### config.mk
export PLATFORM = sky130hd
export DESIGN_NAME = prl_front
export DESIGN_NICKNAME = d
export VERILOG_FILES = /design/src/rtl/prl_pkg.sv /design/src/rtl/prl_sync_pipe.sv /design/src/rtl/prl_edge.sv /design/src/rtl/prl_array_stub.sv /design/src/rtl/prl_front.sv
export SDC_FILE = /design/constraint.sdc
export NUM_CORES = 1
export LEC_CHECK = 0
export BUFFER_PORTS_ARGS = -buffer_cell sky130_fd_sc_hd__buf_2
export CELL_PAD_IN_SITES_DETAIL_PLACEMENT = 1
export CELL_PAD_IN_SITES_GLOBAL_PLACEMENT = 2
export CORE_UTILIZATION = 36
export DETAILED_ROUTE_END_ITERATION = 10
export PLACE_DENSITY = 0.77
export RECOVER_POWER = 50
export SYNTH_ARGS = -nofsm -noshare
export SYNTH_HDL_FRONTEND = slang
export SYNTH_SLANG_ARGS = --single-unit
### constraint.sdc
create_clock -name clk -period 1.9 [get_ports clk]
set_clock_uncertainty 0.1 [all_clocks]
set_input_delay 0.285 -clock clk [delete_from_list [all_inputs] [get_ports clk]]
set_output_delay 0.285 -clock clk [all_outputs]
set_load 0.01 [all_outputs]
### src/rtl/prl_pkg.sv
package prl_pkg;

    typedef enum logic [1:0] {
        PRL_STANDBY = 2'd0,
        PRL_ADDR_IN = 2'd1,
        PRL_ACTIVE  = 2'd2
    } prl_mode_e;

endpackage

### src/rtl/prl_sync_pipe.sv
module prl_sync_pipe #(
    parameter int              W       = 1,
    parameter int              STAGES  = 2,
    parameter logic [W-1:0]    RST_VAL = '0
) (
    input  logic         clk,
    input  logic         rst_n,
    input  logic [W-1:0] d,
    output logic [W-1:0] q
);

    logic [W-1:0] stg_q [STAGES];

    generate
        for (genvar i = 0; i < STAGES; i++) begin : g_stage
            if (i == 0) begin : g_first
                always_ff @(posedge clk or negedge rst_n) begin
                    if (!rst_n) stg_q[i] <= RST_VAL;
                    else        stg_q[i] <= d;
                end
            end else begin : g_next
                always_ff @(posedge clk or negedge rst_n) begin
                    if (!rst_n) stg_q[i] <= RST_VAL;
                    else        stg_q[i] <= stg_q[i-1];
                end
            end
        end
    endgenerate

    assign q = stg_q[STAGES-1];

endmodule

### src/rtl/prl_edge.sv
module prl_edge #(
    parameter int   STAGES = 2,
    parameter logic IDLE   = 1'b0
) (
    input  logic clk,
    input  logic rst_n,
    input  logic din,
    output logic lvl,
    output logic fall
);

    logic lvl_s;
    logic prev_q;

    prl_sync_pipe #(
        .W      (1),
        .STAGES (STAGES),
        .RST_VAL(IDLE)
    ) u_pipe (
        .clk  (clk),
        .rst_n(rst_n),
        .d    (din),
        .q    (lvl_s)
    );

    always_ff @(posedge clk or negedge rst_n) begin
        if (!rst_n) prev_q <= IDLE;
        else        prev_q <= lvl_s;
    end

    assign lvl  = lvl_s;
    assign fall = prev_q & ~lvl_s;

endmodule

### src/rtl/prl_array_stub.sv
module prl_array_stub #(
    parameter int ADDR_W = 22,
    parameter int DATA_W = 16
) (
    input  logic [ADDR_W-1:0] addr,
    output logic [DATA_W-1:0] data
);

    localparam int UP_W  = ADDR_W - DATA_W;
    localparam int PAD_W = DATA_W - UP_W;

    logic [DATA_W-1:0] upper_shifted;

    assign upper_shifted = {addr[ADDR_W-1:DATA_W], {PAD_W{1'b0}}};
    assign data          = addr[DATA_W-1:0] ^ upper_shifted;

endmodule

### src/rtl/prl_front.sv
module prl_front #(
    parameter int AD_W        = 16,
    parameter int HI_BITS     = 7,
    parameter int LO_BITS     = 7,
    parameter int CNT_BITS    = 8,
    parameter int SYNC_STAGES = 2,
    parameter int ADDR_W      = HI_BITS + LO_BITS + CNT_BITS
) (
    input  logic              clk,
    input  logic              rst_n,
    input  logic              ale_hi,
    input  logic              ale_lo,
    input  logic              rd_n,
    input  logic [AD_W-1:0]   ad_in,
    output logic [AD_W-1:0]   ad_out,
    output logic              ad_oe,
    output logic [ADDR_W-1:0] word_addr,
    output logic [1:0]        mode,
    output logic              seq_err
);

    import prl_pkg::*;

    localparam int CNT_LSB = 1;
    localparam int CNT_MSB = CNT_BITS;
    localparam int LO_LSB  = CNT_BITS + 1;
    localparam int LO_MSB  = CNT_BITS + LO_BITS;

    typedef struct packed {
        prl_mode_e           mode;
        logic [HI_BITS-1:0]  hi;
        logic [LO_BITS-1:0]  lo;
        logic [CNT_BITS-1:0] cnt;
        logic                armed;
        logic                err;
        logic                oe;
        logic [AD_W-1:0]     dout;
    } prl_state_t;

    prl_state_t st_d, st_q;

    logic            hi_lvl, hi_fall;
    logic            lo_lvl, lo_fall;
    logic            rd_lvl, rd_fall;
    logic [AD_W-1:0] ad_s;
    logic [AD_W-1:0] rom_word;
    logic            unused_ad_bit;

    // strobe synchronisers with edge detection
    prl_edge #(.STAGES(SYNC_STAGES), .IDLE(1'b0)) u_hi_edge (
        .clk(clk), .rst_n(rst_n), .din(ale_hi), .lvl(hi_lvl), .fall(hi_fall)
    );

    prl_edge #(.STAGES(SYNC_STAGES), .IDLE(1'b0)) u_lo_edge (
        .clk(clk), .rst_n(rst_n), .din(ale_lo), .lvl(lo_lvl), .fall(lo_fall)
    );

    prl_edge #(.STAGES(SYNC_STAGES), .IDLE(1'b1)) u_rd_edge (
        .clk(clk), .rst_n(rst_n), .din(rd_n), .lvl(rd_lvl), .fall(rd_fall)
    );

    // bus pipe aligned with the strobe level stage
    prl_sync_pipe #(.W(AD_W), .STAGES(SYNC_STAGES), .RST_VAL('0)) u_ad_pipe (
        .clk(clk), .rst_n(rst_n), .d(ad_in), .q(ad_s)
    );

    assign unused_ad_bit = ad_s[0];

    prl_array_stub #(.ADDR_W(ADDR_W), .DATA_W(AD_W)) u_array (
        .addr(word_addr),
        .data(rom_word)
    );

    always_comb begin
        st_d     = st_q;
        st_d.err = 1'b0;

        if (hi_lvl || lo_lvl || st_q.armed) begin
            st_d.mode = PRL_ADDR_IN;
        end

        if (hi_fall) begin
            st_d.hi    = ad_s[HI_BITS-1:0];
            st_d.armed = 1'b1;
            st_d.mode  = PRL_ADDR_IN;
        end

        if (lo_fall) begin
            if (st_q.armed) begin
                st_d.lo    = ad_s[LO_MSB:LO_LSB];
                st_d.cnt   = ad_s[CNT_MSB:CNT_LSB];
                st_d.armed = 1'b0;
                st_d.mode  = PRL_ACTIVE;
            end else begin
                st_d.err   = 1'b1;
                st_d.mode  = PRL_STANDBY;
            end
        end else if (rd_fall && (st_q.mode == PRL_ACTIVE)) begin
            st_d.dout = rom_word;
            st_d.cnt  = st_q.cnt + CNT_BITS'(1);
        end

        st_d.oe = (st_d.mode == PRL_ACTIVE) && !rd_lvl;
    end

    always_ff @(posedge clk or negedge rst_n) begin
        if (!rst_n) begin
            st_q.mode  <= PRL_STANDBY;
            st_q.hi    <= '0;
            st_q.lo    <= '0;
            st_q.cnt   <= '0;
            st_q.armed <= 1'b0;
            st_q.err   <= 1'b0;
            st_q.oe    <= 1'b0;
            st_q.dout  <= '0;
        end else begin
            st_q <= st_d;
        end
    end

    assign word_addr = {st_q.hi, st_q.lo, st_q.cnt};
    assign mode      = st_q.mode;
    assign seq_err   = st_q.err;
    assign ad_oe     = st_q.oe;
    assign ad_out    = st_q.oe ? st_q.dout : '0;

endmodule

==> impl_metrics.tcl, run 1 <==
set metrics [dict create \
    net_count_final 329 \
    remaining_drc_errors 0 \
    cellPowerDensity_nw_per_um2 1090 \
    yosys_most_used_dff "sky130_fd_sc_hd__dfrtp_1" \
    largest_family_of_logic_cells_by_synthesized_area "simple AND/OR/NAND/NOR gates" \
    clock_sinks 84 \
    grt_pass1_vias 2035 \
    nFillCells 885 \
    setup_viol 0 \
    grt.overflow.total 0 \
    initial_core_utilization_pct 37.6 \
    highest-signal-layer "met4" \
    area_of_the_multi_input_gates_um2 797 \
    cp_data_required_time_ns 2.01 \
    netlist-cell-type-count 33 \
    diode_insertion_count_for_antenna_repair 0 \
    detail_route.iter0.violations 77 \
    pin_count 63 \
    crit_slowest_cell "sky130_fd_sc_hd__dfstp_2" \
    internal_power_uw 3000 \
    die-height_um 95.3 \
    drt-wirelength-per-cell_um 14.7 \
    data_arrival_time_of_the_critical_path_ns 1.76 \
    drt_first_pass_iters 4 \
    post_synth_xor_area_fraction_pct 1.68 \
    final_cell_area_um2 3800 \
    detail_route.wirelength_mm 6.12 \
    detail-route-antenna-nets 0 \
    root_buffer "sky130_fd_sc_hd__clkbuf_8" \
    grt_max_degree 36 \
    setup_tns_ns 0 \
    synthDominantCellAreaShare_pct 64.7 \
    sequentialPowerShare_pct 54.7 \
    final_period_minus_worst_setup_slack_ns 1.64 \
    met3_length_um 225 \
    synth_simple_gate_area_share_pct 12.3 \
    placeableCoreArea_um2 8340 \
    placementRows 33 \
    worst_hold_path_type "reg2reg" \
    area_growth_syn_to_layout_pct 21.1 \
    ys_async_sr_fraction_pct 100 \
    floorplan.die.width_um 95.3 \
    tightest_slew_ns 0.877 \
    post-route-period-util_pct 86.4 \
    synth_compound_area_share_pct 4.63 \
    worst_skew_pair.late_latency_ns 0.34 \
    crit_path_max_incr_delay_ns 0.52 \
    synth-adder-area-share_pct 0.399 \
    cts_tree "built" \
    net_switching_share_of_the_total_power_pct 27.3 \
    synthesized_area_divided_by_synthesized_cell_count_um2 13.0 \
    path_clk_slew_ns 0.08 \
    route.detailed.vias_per_inst 4.66 \
    vdd.ir_drop.worst_uv 425 \
    drive_above_1_share_pct 32.4 \
    ys_warn_count 0 \
    netlist.top_cell.by_area "sky130_fd_sc_hd__dfrtp_1" \
    netSwitchingPower_uw 1120 \
    number_of_buffers_created_by_cts 9 \
    synth.mux.area_fraction_pct 6.39 \
    met1Wirelength_mm 2.80 \
    cap_violations 0 \
    path_cells "and4bb_2, nand3_1, o211ai_1, o311ai_1" \
    global_route_wire_length_before_repair_mm 10.1 \
    leading_post_synthesis_cells_by_cell_area "sky130_fd_sc_hd__dfrtp_1, sky130_fd_sc_hd__buf_4, sky130_fd_sc_hd__mux2_2, sky130_fd_sc_hd__nand2_1, sky130_fd_sc_hd__and2_1" \
    setup_repair_after_global_routing_missed_its_margin "no" \
    seqCellArea_um2 2110 \
    design.die.area_um2 9080 \
    critical_path.endpoint_type "flop" \
    yosys_register_bits 84 \
    power.share.clock_pct 30.5 \
    cell_area_reported_after_detailed_placement_um2 3400 \
    max_clock_freq_ghz 0.609 \
    status "complete, no violations" \
    buffer_ports.inserted 62 \
    synth_sequential_area_ratio_pct 67.2 \
    detailed_place_hpwl_mm 4.34 \
    globalplace.congestion 0.708 \
    final-hold-violation-count 0 \
    routed-wl-met2_mm 2.99 \
    slew_headroom_pct 41.6 \
    critical_path_peak_fanout 6 \
    netlist_area_um2 3130 \
    post-cts-setup-buffer-count 0 \
    start_kind "flop" \
    vias 1943 \
    max-clock-path-buffers 2 \
    synth.net_count 264 \
    antenna_found_initial 0 \
    htree_num_levels 3 \
    crit_type "reg2reg" \
    syn_inst 242 \
    total_leakage_power_uw 0.00185 \
    synth_edf_count 0 \
    gr-usage-all-layers_pct 15.4 \
    synth_top_cells_by_count "sky130_fd_sc_hd__dfrtp_1, sky130_fd_sc_hd__nand2_1, sky130_fd_sc_hd__buf_4, sky130_fd_sc_hd__and2_1, sky130_fd_sc_hd__mux2_2" \
    number_of_max_slew_violations_in_the_final_report 0 \
    yosys.cell_count.top_type "sky130_fd_sc_hd__dfrtp_1" \
    p_comb_share_pct 14.8 \
]
==> state kept, by name, indices dropped and copies added (netlist names) <==
signal / count
word_addr: 22
u_rd_edge.u_pipe.q: 1
u_lo_edge.u_pipe.q: 1
mode: 2
u_hi_edge.prev_q: 1
ad_oe: 1
u_lo_edge.u_pipe.stg_q: 1
seq_err: 1
st_q: 17
u_hi_edge.u_pipe.stg_q: 1
u_lo_edge.prev_q: 1
u_rd_edge.prev_q: 1
u_ad_pipe.stg_q: 16
u_rd_edge.u_pipe.stg_q: 1
u_ad_pipe.q: 16
u_hi_edge.u_pipe.q: 1
==> area by class of cell <==
cell class                      instances  share of cell area, %
Clock buffer                           14                   4.28
Clock inverter                          2                  0.923
Inverter                                1                 0.0989
Multi-Input combinational cell        124                   21.0
Sequential cell                        84                   55.5
Tap cell                              105                   3.46
Timing Repair Buffer                   87                   14.8
==> critical path, delay by kind of cell (launching register included) <==
| kind | cells | cell delay (ns) |
|---|---|---|
| simple gates | 2 | 0.53 |
| flops | 1 | 0.52 |
| compound gates | 2 | 0.37 |
==> worst paths after layout <==
| path | cells after the start | from | endpoint | slack, ns |
|---|---|---|---|---|
| worst max-delay path | 4 | u_rd_edge.prev_q | word_addr[6] | 0.26 |
| min in group asynchronous | 2 | rst_n | word_addr[15] | 0.49 |
| max in group asynchronous | 3 | rst_n | u_ad_pipe.q[15] | 0.41 |
| worst max register to register | 4 | u_rd_edge.prev_q | word_addr[6] | 0.26 |
| worst min register to register | 0 | u_ad_pipe.stg_q[30] | u_ad_pipe.q[14] | 0.25 |
| worst min-delay path | 0 | u_ad_pipe.stg_q[30] | u_ad_pipe.q[14] | 0.25 |
==> kinds of logic (layout without fill, tap and decap cells) <==
| family | after synthesis | count (layout) |
|---|---|---|
| AOI/OAI and AO/OA | 22 | 22 |
| xor gates and xnor gates | 6 | 6 |
| adders and majority gates | 1 | 1 |
| buffers and inverters | 34 | 104 |
| DFF | 84 | 84 |
| muxes | 18 | 18 |
| and+or+nand+nor | 77 | 77 |
==> routing by layer <==
metal / vias to the layer above / GRT usage (%)
met5: - / 0
met4: 0 / 8.33
met1: 972 / 19.2
met2: 48 / 24.6
li1: 915 / -
met3: 8 / 3.75
==> per-stage QoR <==
stage	setup slack, ns	instances	hold slack (ns)	power [uW]	util (%)
3_3_place_gp	0.315	381	0.168	2860	40.8
6_report	0.258	417	0.245	4130	45.5
5_1_grt	0.0996	417	0.253	4370	45.5
3_5_place_dp	0.279	381	0.166	2890	40.8
2_1_floorplan	0.350	242	-0.111	2730	-
4_1_cts	0.206	417	0.244	4190	45.5
==> power groups by stage <==
stage / sequential (uW) / clock [uW] / combinational, uW
final: 2260 / 1260 / 612
after global routing: 2300 / 1370 / 699
after CTS: 2260 / 1300 / 627
after detailed placement: 2300 / 0 / 596
after global placement: 2280 / 0 / 573
after floorplan: 2200 / 0 / 531
==> timing repair <==
action,CTS,global route
hold buffers,20,0
setup endpoints to repair,0,0
resized for setup,0,0
endpoints found under the hold margin,52,0
==> cell usage in the layout (no fill, tap or decap), types with 3 or more instances in the layout <==
master                          instances
sky130_fd_sc_hd__nor2_1                 3
sky130_fd_sc_hd__buf_2                 61
sky130_fd_sc_hd__mux2_2                16
sky130_fd_sc_hd__dlygate4sd3_1         20
sky130_fd_sc_hd__dfrtp_1               81
sky130_fd_sc_hd__clkbuf_1               3
sky130_fd_sc_hd__nand3_1                6
sky130_fd_sc_hd__clkbuf_8              11
sky130_fd_sc_hd__buf_4                  4
sky130_fd_sc_hd__xnor2_1                6
sky130_fd_sc_hd__o211ai_1               4
sky130_fd_sc_hd__nand2_1               38
sky130_fd_sc_hd__o21ai_0               10
sky130_fd_sc_hd__and2_1                17
(Power assumes the default switching activity.)
==> run 2: changes to the inputs <==
- REMOVE_ABC_BUFFERS: default -> 1
==> impl_metrics.tcl, run 2 (synthesized netlist as in run 1, its figures left out) <==
set metrics [dict create \
    detail_route.wirelength_mm 6.22 \
    layout_common_cells "sky130_fd_sc_hd__dfrtp_1, sky130_fd_sc_hd__buf_2, sky130_fd_sc_hd__nand2_1" \
    beginning_of_the_critical_path "ad_oe" \
    cp_data_required_time_ns 1.51 \
    area_growth_syn_to_layout_pct 22.1 \
    cap_violations 0 \
    global_route_wire_length_before_repair_mm 10.2 \
    crit_type "reg2out" \
    vdd.ir_drop.worst_uv 722 \
    final_common_cell "sky130_fd_sc_hd__dfrtp_1" \
    postLayoutCoreUtil_pct 45.9 \
    path_clk_slew_ns 0.09 \
    detail_route.iter0.violations 93 \
    grt.overflow.total 0 \
    antenna_found_initial 0 \
    power.share.clock_pct 35.3 \
    critical_path.endpoint_type "primary output" \
    final-hold-violation-count 0 \
    start_kind "flop" \
    worst_hold_path_type "reg2reg" \
    tightest_slew_ns 1.14 \
    largest_reg_flops 22 \
    cellPowerDensity_nw_per_um2 1150 \
    design.die.area_um2 9080 \
    remaining_drc_errors 0 \
    buffer_ports.inserted 62 \
    data_arrival_time_of_the_critical_path_ns 1.36 \
    die-height_um 95.3 \
    max_clock_freq_ghz 0.574 \
    pin_count 63 \
    sequentialPowerShare_pct 51.0 \
    critical_path_peak_fanout 17 \
    netSwitchingPower_uw 1160 \
    placement.setup.worst_slack_ns 0.237 \
    worst_skew_pair.late_latency_ns 0.35 \
    cts_tree "built" \
    slew_headroom_pct 24.2 \
    r2r-start "u_rd_edge.prev_q" \
    globalplace.congestion 0.692 \
    drt-wirelength-per-cell_um 14.9 \
    root_buffer "sky130_fd_sc_hd__clkbuf_8" \
    route.detailed.vias_per_inst 4.63 \
    status "complete, no violations" \
    final_period_minus_worst_setup_slack_ns 1.74 \
    drt_first_pass_iters 4 \
    setup_repair_after_global_routing_missed_its_margin "no" \
    reg2reg_slack_ns 0.20 \
    number_of_max_slew_violations_in_the_final_report 0 \
    detailed_place_hpwl_mm 3.94 \
    gr-usage-all-layers_pct 15.4 \
    grt_pass1_vias 1990 \
    net_switching_share_of_the_total_power_pct 26.4 \
    number_of_buffers_created_by_cts 9 \
    setup_viol 0 \
    floorplan.die.width_um 95.3 \
    post-route-period-util_pct 91.6 \
    drive_above_1_share_pct 32.5 \
    net_count_final 328 \
    clock_sinks 84 \
    internal_power_uw 3230 \
    worstSetupEndpoint "ad_out[15]" \
    fin_ws_ns 0.159 \
    r2r.worst_path.cells 4 \
    total_leakage_power_uw 0.00186 \
    nFillCells 889 \
    placeableCoreArea_um2 8340 \
    vias 1926 \
    post-cts-setup-buffer-count 0 \
    seqCellArea_um2 2110 \
    p_comb_share_pct 13.7 \
    diode_insertion_count_for_antenna_repair 0 \
    placementRows 33 \
    detail-route-antenna-nets 0 \
    max-clock-path-buffers 2 \
    grt_max_degree 85 \
    htree_num_levels 3 \
    setup_tns_ns 0 \
    area_of_the_multi_input_gates_um2 797 \
    r2r_end "word_addr[6]" \
    initial_core_utilization_pct 37.6 \
]
==> run 2: critical path, cell delays in order (launching register included) <==
cell and delay [ns]:
sky130_fd_sc_hd__dfrtp_1 0.63, sky130_fd_sc_hd__and2_1 0.23, sky130_fd_sc_hd__buf_2 0.14
==> run 2: power by group through the flow <==
stage / Sequential (uW) / Combinational, uW / Clock [uW]
after floorplan: 2280 / 255 / 0
after detailed placement: 2280 / 586 / 0
after CTS: 2250 / 624 / 1590
after global routing: 2280 / 687 / 1660
after global placement: 2270 / 562 / 0
final: 2240 / 602 / 1550
==> run 2: final cells by class <==
type                            count  area share [%]
Inverter                            1          0.0981
Timing Repair Buffer               86            14.2
Sequential cell                    84            55.0
Clock buffer                       11            3.69
Multi-Input combinational cell    124            20.8
Tap cell                          105            3.43
Clock inverter                      5            2.78
==> run 2: stage by stage <==
stage               instances  cell area, um2  hold WS [ns]  total power (uW)
floorplan                 209            2910        -0.111              2540
global placement          380            3390         0.231              2830
detailed placement        380            3390         0.236              2870
CTS                       416            3840         0.254              4460
global route              416            3830         0.257              4630
finish                    416            3830         0.255              4390
==> run 2: repair_timing <==
action                                 in CTS  in global routing
gates resized for setup                     0                  0
hold buffers                               20                  0
endpoints found under the hold margin     100                  0
==> run 2: layer usage <==
| metal | track usage [%] | up-vias | part of all wire (%) |
|---|---|---|---|
| met3 | 4.15 | 10 | 3.8 |
| met2 | 24.8 | 42 | 50 |
| li1 | - | 903 | - |
| met5 | 0 | - | 0 |
| met1 | 19.0 | 971 | 44 |
| met4 | 7.58 | 0 | 1.8 |
==> run 2: how the worst min path moves through the flow <==
stage | start | to | slack [ns] | depth (start not counted)
floorplan | rst_n | ad_oe | -0.11 | 0
global placement | u_ad_pipe.stg_q[29] | u_ad_pipe.q[13] | 0.23 | 0
detailed placement | u_ad_pipe.stg_q[16] | u_ad_pipe.q[0] | 0.24 | 0
CTS | u_ad_pipe.stg_q[22] | u_ad_pipe.q[6] | 0.25 | 0
global route | u_ad_pipe.stg_q[22] | u_ad_pipe.q[6] | 0.26 | 0
finish | u_hi_edge.u_pipe.stg_q[1] | u_hi_edge.u_pipe.q | 0.25 | 0
==> run 3: changes to the inputs <==
- PLACE_DENSITY: 0.77 -> 0.78
- SYNTH_HIERARCHICAL: default -> 1
==> impl_metrics.tcl, run 3 <==
set metrics [dict create \
    root_buffer "sky130_fd_sc_hd__clkbuf_8" \
    gr-usage-all-layers_pct 15.1 \
    synth_sequential_area_ratio_pct 60.8 \
    vias 2116 \
    worst_hold_path_type "reg2reg" \
    grt_max_degree 33 \
    status "complete, no violations" \
    drive_above_1_share_pct 30.2 \
    cap_violations 0 \
    p_comb_share_pct 13.2 \
    placeableCoreArea_um2 9280 \
    r2r.worst_path.cells 4 \
    diode_insertion_count_for_antenna_repair 0 \
    setup_tns_ns 0 \
    yosys.cell_count.top_type "sky130_fd_sc_hd__dfrtp_1" \
    cp_data_required_time_ns 2.04 \
    detailed_place_hpwl_mm 4.42 \
    ys_warn_count 6 \
    netlist.top_cell.by_area "sky130_fd_sc_hd__dfrtp_1" \
    synth_edf_count 0 \
    yosys_most_used_dff "sky130_fd_sc_hd__dfrtp_1" \
    floorplan.die.width_um 100 \
    synthDominantCellAreaShare_pct 58.5 \
    max-clock-path-buffers 2 \
    cellPowerDensity_nw_per_um2 1040 \
    detail_route.iter0.violations 63 \
    worst_skew_pair.late_latency_ns 0.35 \
    route.detailed.vias_per_inst 4.44 \
    crit_path_max_incr_delay_ns 0.52 \
    sequentialPowerShare_pct 52.7 \
    leading_post_synthesis_cells_by_cell_area "sky130_fd_sc_hd__dfrtp_1, sky130_fd_sc_hd__buf_4, sky130_fd_sc_hd__nand2_1, sky130_fd_sc_hd__and2_1, sky130_fd_sc_hd__dfstp_2" \
    remaining_drc_errors 0 \
    net_count_final 365 \
    post-route-period-util_pct 91.5 \
    netlist_area_um2 3460 \
    yosys_register_bits 84 \
    final_period_minus_worst_setup_slack_ns 1.74 \
    netSwitchingPower_uw 1110 \
    buffer_ports.inserted 62 \
    postLayoutCoreUtil_pct 43.0 \
    internal_power_uw 3030 \
    global_route_wire_length_before_repair_mm 11.3 \
    total_leakage_power_uw 0.00198 \
    detail_route.wirelength_mm 6.62 \
    final-hold-violation-count 0 \
    syn_inst 302 \
    ys_async_sr_fraction_pct 100 \
    number_of_buffers_created_by_cts 9 \
    grt_pass1_vias 2269 \
    largest_reg_flops 22 \
    synth_top_cells_by_count "sky130_fd_sc_hd__dfrtp_1, sky130_fd_sc_hd__nand2_1, sky130_fd_sc_hd__buf_4, sky130_fd_sc_hd__and2_1, sky130_fd_sc_hd__nand3_1" \
    layout_common_cells "sky130_fd_sc_hd__dfrtp_1, sky130_fd_sc_hd__nand2_1, sky130_fd_sc_hd__buf_2" \
    post-cts-setup-buffer-count 0 \
    die-height_um 100 \
    number_of_max_slew_violations_in_the_final_report 0 \
    path_clk_slew_ns 0.08 \
    cts_tree "built" \
    slew_headroom_pct 50.2 \
    final_common_cell "sky130_fd_sc_hd__dfrtp_1" \
    drt_first_pass_iters 4 \
    globalplace.congestion 0.731 \
    vdd.ir_drop.worst_uv 444 \
    setup_repair_after_global_routing_missed_its_margin "no" \
    placementRows 35 \
    crit_type "reg2reg" \
    setup_viol 0 \
    path_cells "nor2b_4, and4bb_4, mux2_4, a221o_1" \
    detail-route-antenna-nets 0 \
    antenna_found_initial 0 \
    clock_sinks 84 \
    initial_core_utilization_pct 37.3 \
    design.die.area_um2 10000 \
    start_kind "flop" \
    power.share.clock_pct 34.1 \
    drt-wirelength-per-cell_um 13.9 \
    synthesized_area_divided_by_synthesized_cell_count_um2 11.5 \
    area_growth_syn_to_layout_pct 15.2 \
    htree_num_levels 3 \
    netlist-cell-type-count 35 \
    critical_path.endpoint_type "flop" \
    net_switching_share_of_the_total_power_pct 26.7 \
    pin_count 63 \
    grt.overflow.total 0 \
    data_arrival_time_of_the_critical_path_ns 1.88 \
    tightest_slew_ns 0.747 \
    crit_slowest_cell "sky130_fd_sc_hd__dfstp_2" \
    max_clock_freq_ghz 0.575 \
    critical_path_peak_fanout 2 \
    worst_hold_depth 0 \
]
run 3: changes by cell type in the layout (fill, tap and decap cells not counted), moves of 3 or more:
| cell | change |
|---|---|
| sky130_fd_sc_hd__nor2b_4 | +3 |
| sky130_fd_sc_hd__xnor2_1 | -6 |
| sky130_fd_sc_hd__mux2_2 | -9 |
| sky130_fd_sc_hd__buf_4 | +4 |
| sky130_fd_sc_hd__o21ai_0 | -10 |
| sky130_fd_sc_hd__nand3_1 | +5 |
| sky130_fd_sc_hd__nor2_1 | -3 |
| sky130_fd_sc_hd__nand2_1 | +39 |
| sky130_fd_sc_hd__xor2_1 | +6 |
| sky130_fd_sc_hd__inv_1 | +3 |
run 3: cell type report:
type	count	area, um2
sequential	84	2110
timing repair buffer	91	576
fill	1035	5290
inverter	4	15.0
tap	129	161
clock buffer	11	141
clock inverter	5	83.8
multi-input combinational	153	907
run 3: through the flow:
stage | area, um2 | hold WS, ns | setup WS, ns | instances | power [uW]
floorplan | 3030 | -0.111 | 0.0619 | 241 | 2450
global placement | 3580 | 0.147 | 0.195 | 441 | 2730
detailed placement | 3580 | 0.145 | 0.167 | 441 | 2750
CTS | 4010 | 0.254 | 0.0955 | 477 | 4220
global route | 3990 | 0.257 | 0.0895 | 477 | 4380
finish | 3990 | 0.251 | 0.161 | 477 | 4140
run 3: final timing paths:
| check | slack (ns) | startpoint | end |
|---|---|---|---|
| setup / recovery | 0.16 | u_rd_edge/prev_q | word_addr[4] |
| hold / removal | 0.25 | u_ad_pipe/stg_q[18] | u_ad_pipe/q[2] |
| setup reg to reg | 0.16 | u_rd_edge/prev_q | word_addr[4] |
| hold reg to reg | 0.25 | u_ad_pipe/stg_q[18] | u_ad_pipe/q[2] |
| max in group asynchronous | 0.32 | rst_n | st_q[5] |
| min in group asynchronous | 0.43 | rst_n | u_ad_pipe/stg_q[29] |
run 3: repair_timing:
item,4_1_cts,5_1_grt
hold endpoints to repair,48,0
gates resized for setup,0,1
endpoints found under the setup margin,0,1
hold buffers,20,0
run 3: kinds of logic (layout without fill, tap and decap cells):
family                   after synthesis  after routing  synth area share (%)
AO/OA/AOI/OAI                         15             15                  3.32
XOR/XNOR                               6              6                  1.52
adder cells (fa/ha/maj)                1              1                 0.361
buffers and inverters                 65            111                  13.0
flip-flops                            84             84                  60.8
multiplexers                           9              9                  3.00
AND/OR/NAND/NOR                      122            122                  18.0
run 3: metal layers:
metal	global-route usage [%]	vias to the layer above	wire (um)
met1	18.6	1059	3020
li1	-	1004	-
met5	0	-	0
met3	4.60	7	278
met2	25.0	46	3250
met4	5.80	0	73
run 3: critical path, delay by kind of cell, from the launching register on:
family | cells | cell delay, ns
compound gates | 1 | 0.29
simple gates | 2 | 0.42
mux | 1 | 0.30
flops | 1 | 0.52
run 3: power by group through the flow:
stage / Combinational, uW / Sequential [uW] / Clock, uW
3_5_place_dp: 529 / 2220 / 0
5_1_grt: 620 / 2220 / 1540
2_1_floorplan: 228 / 2230 / 0
4_1_cts: 566 / 2190 / 1460
6_report: 547 / 2180 / 1410
3_3_place_gp: 513 / 2210 / 0
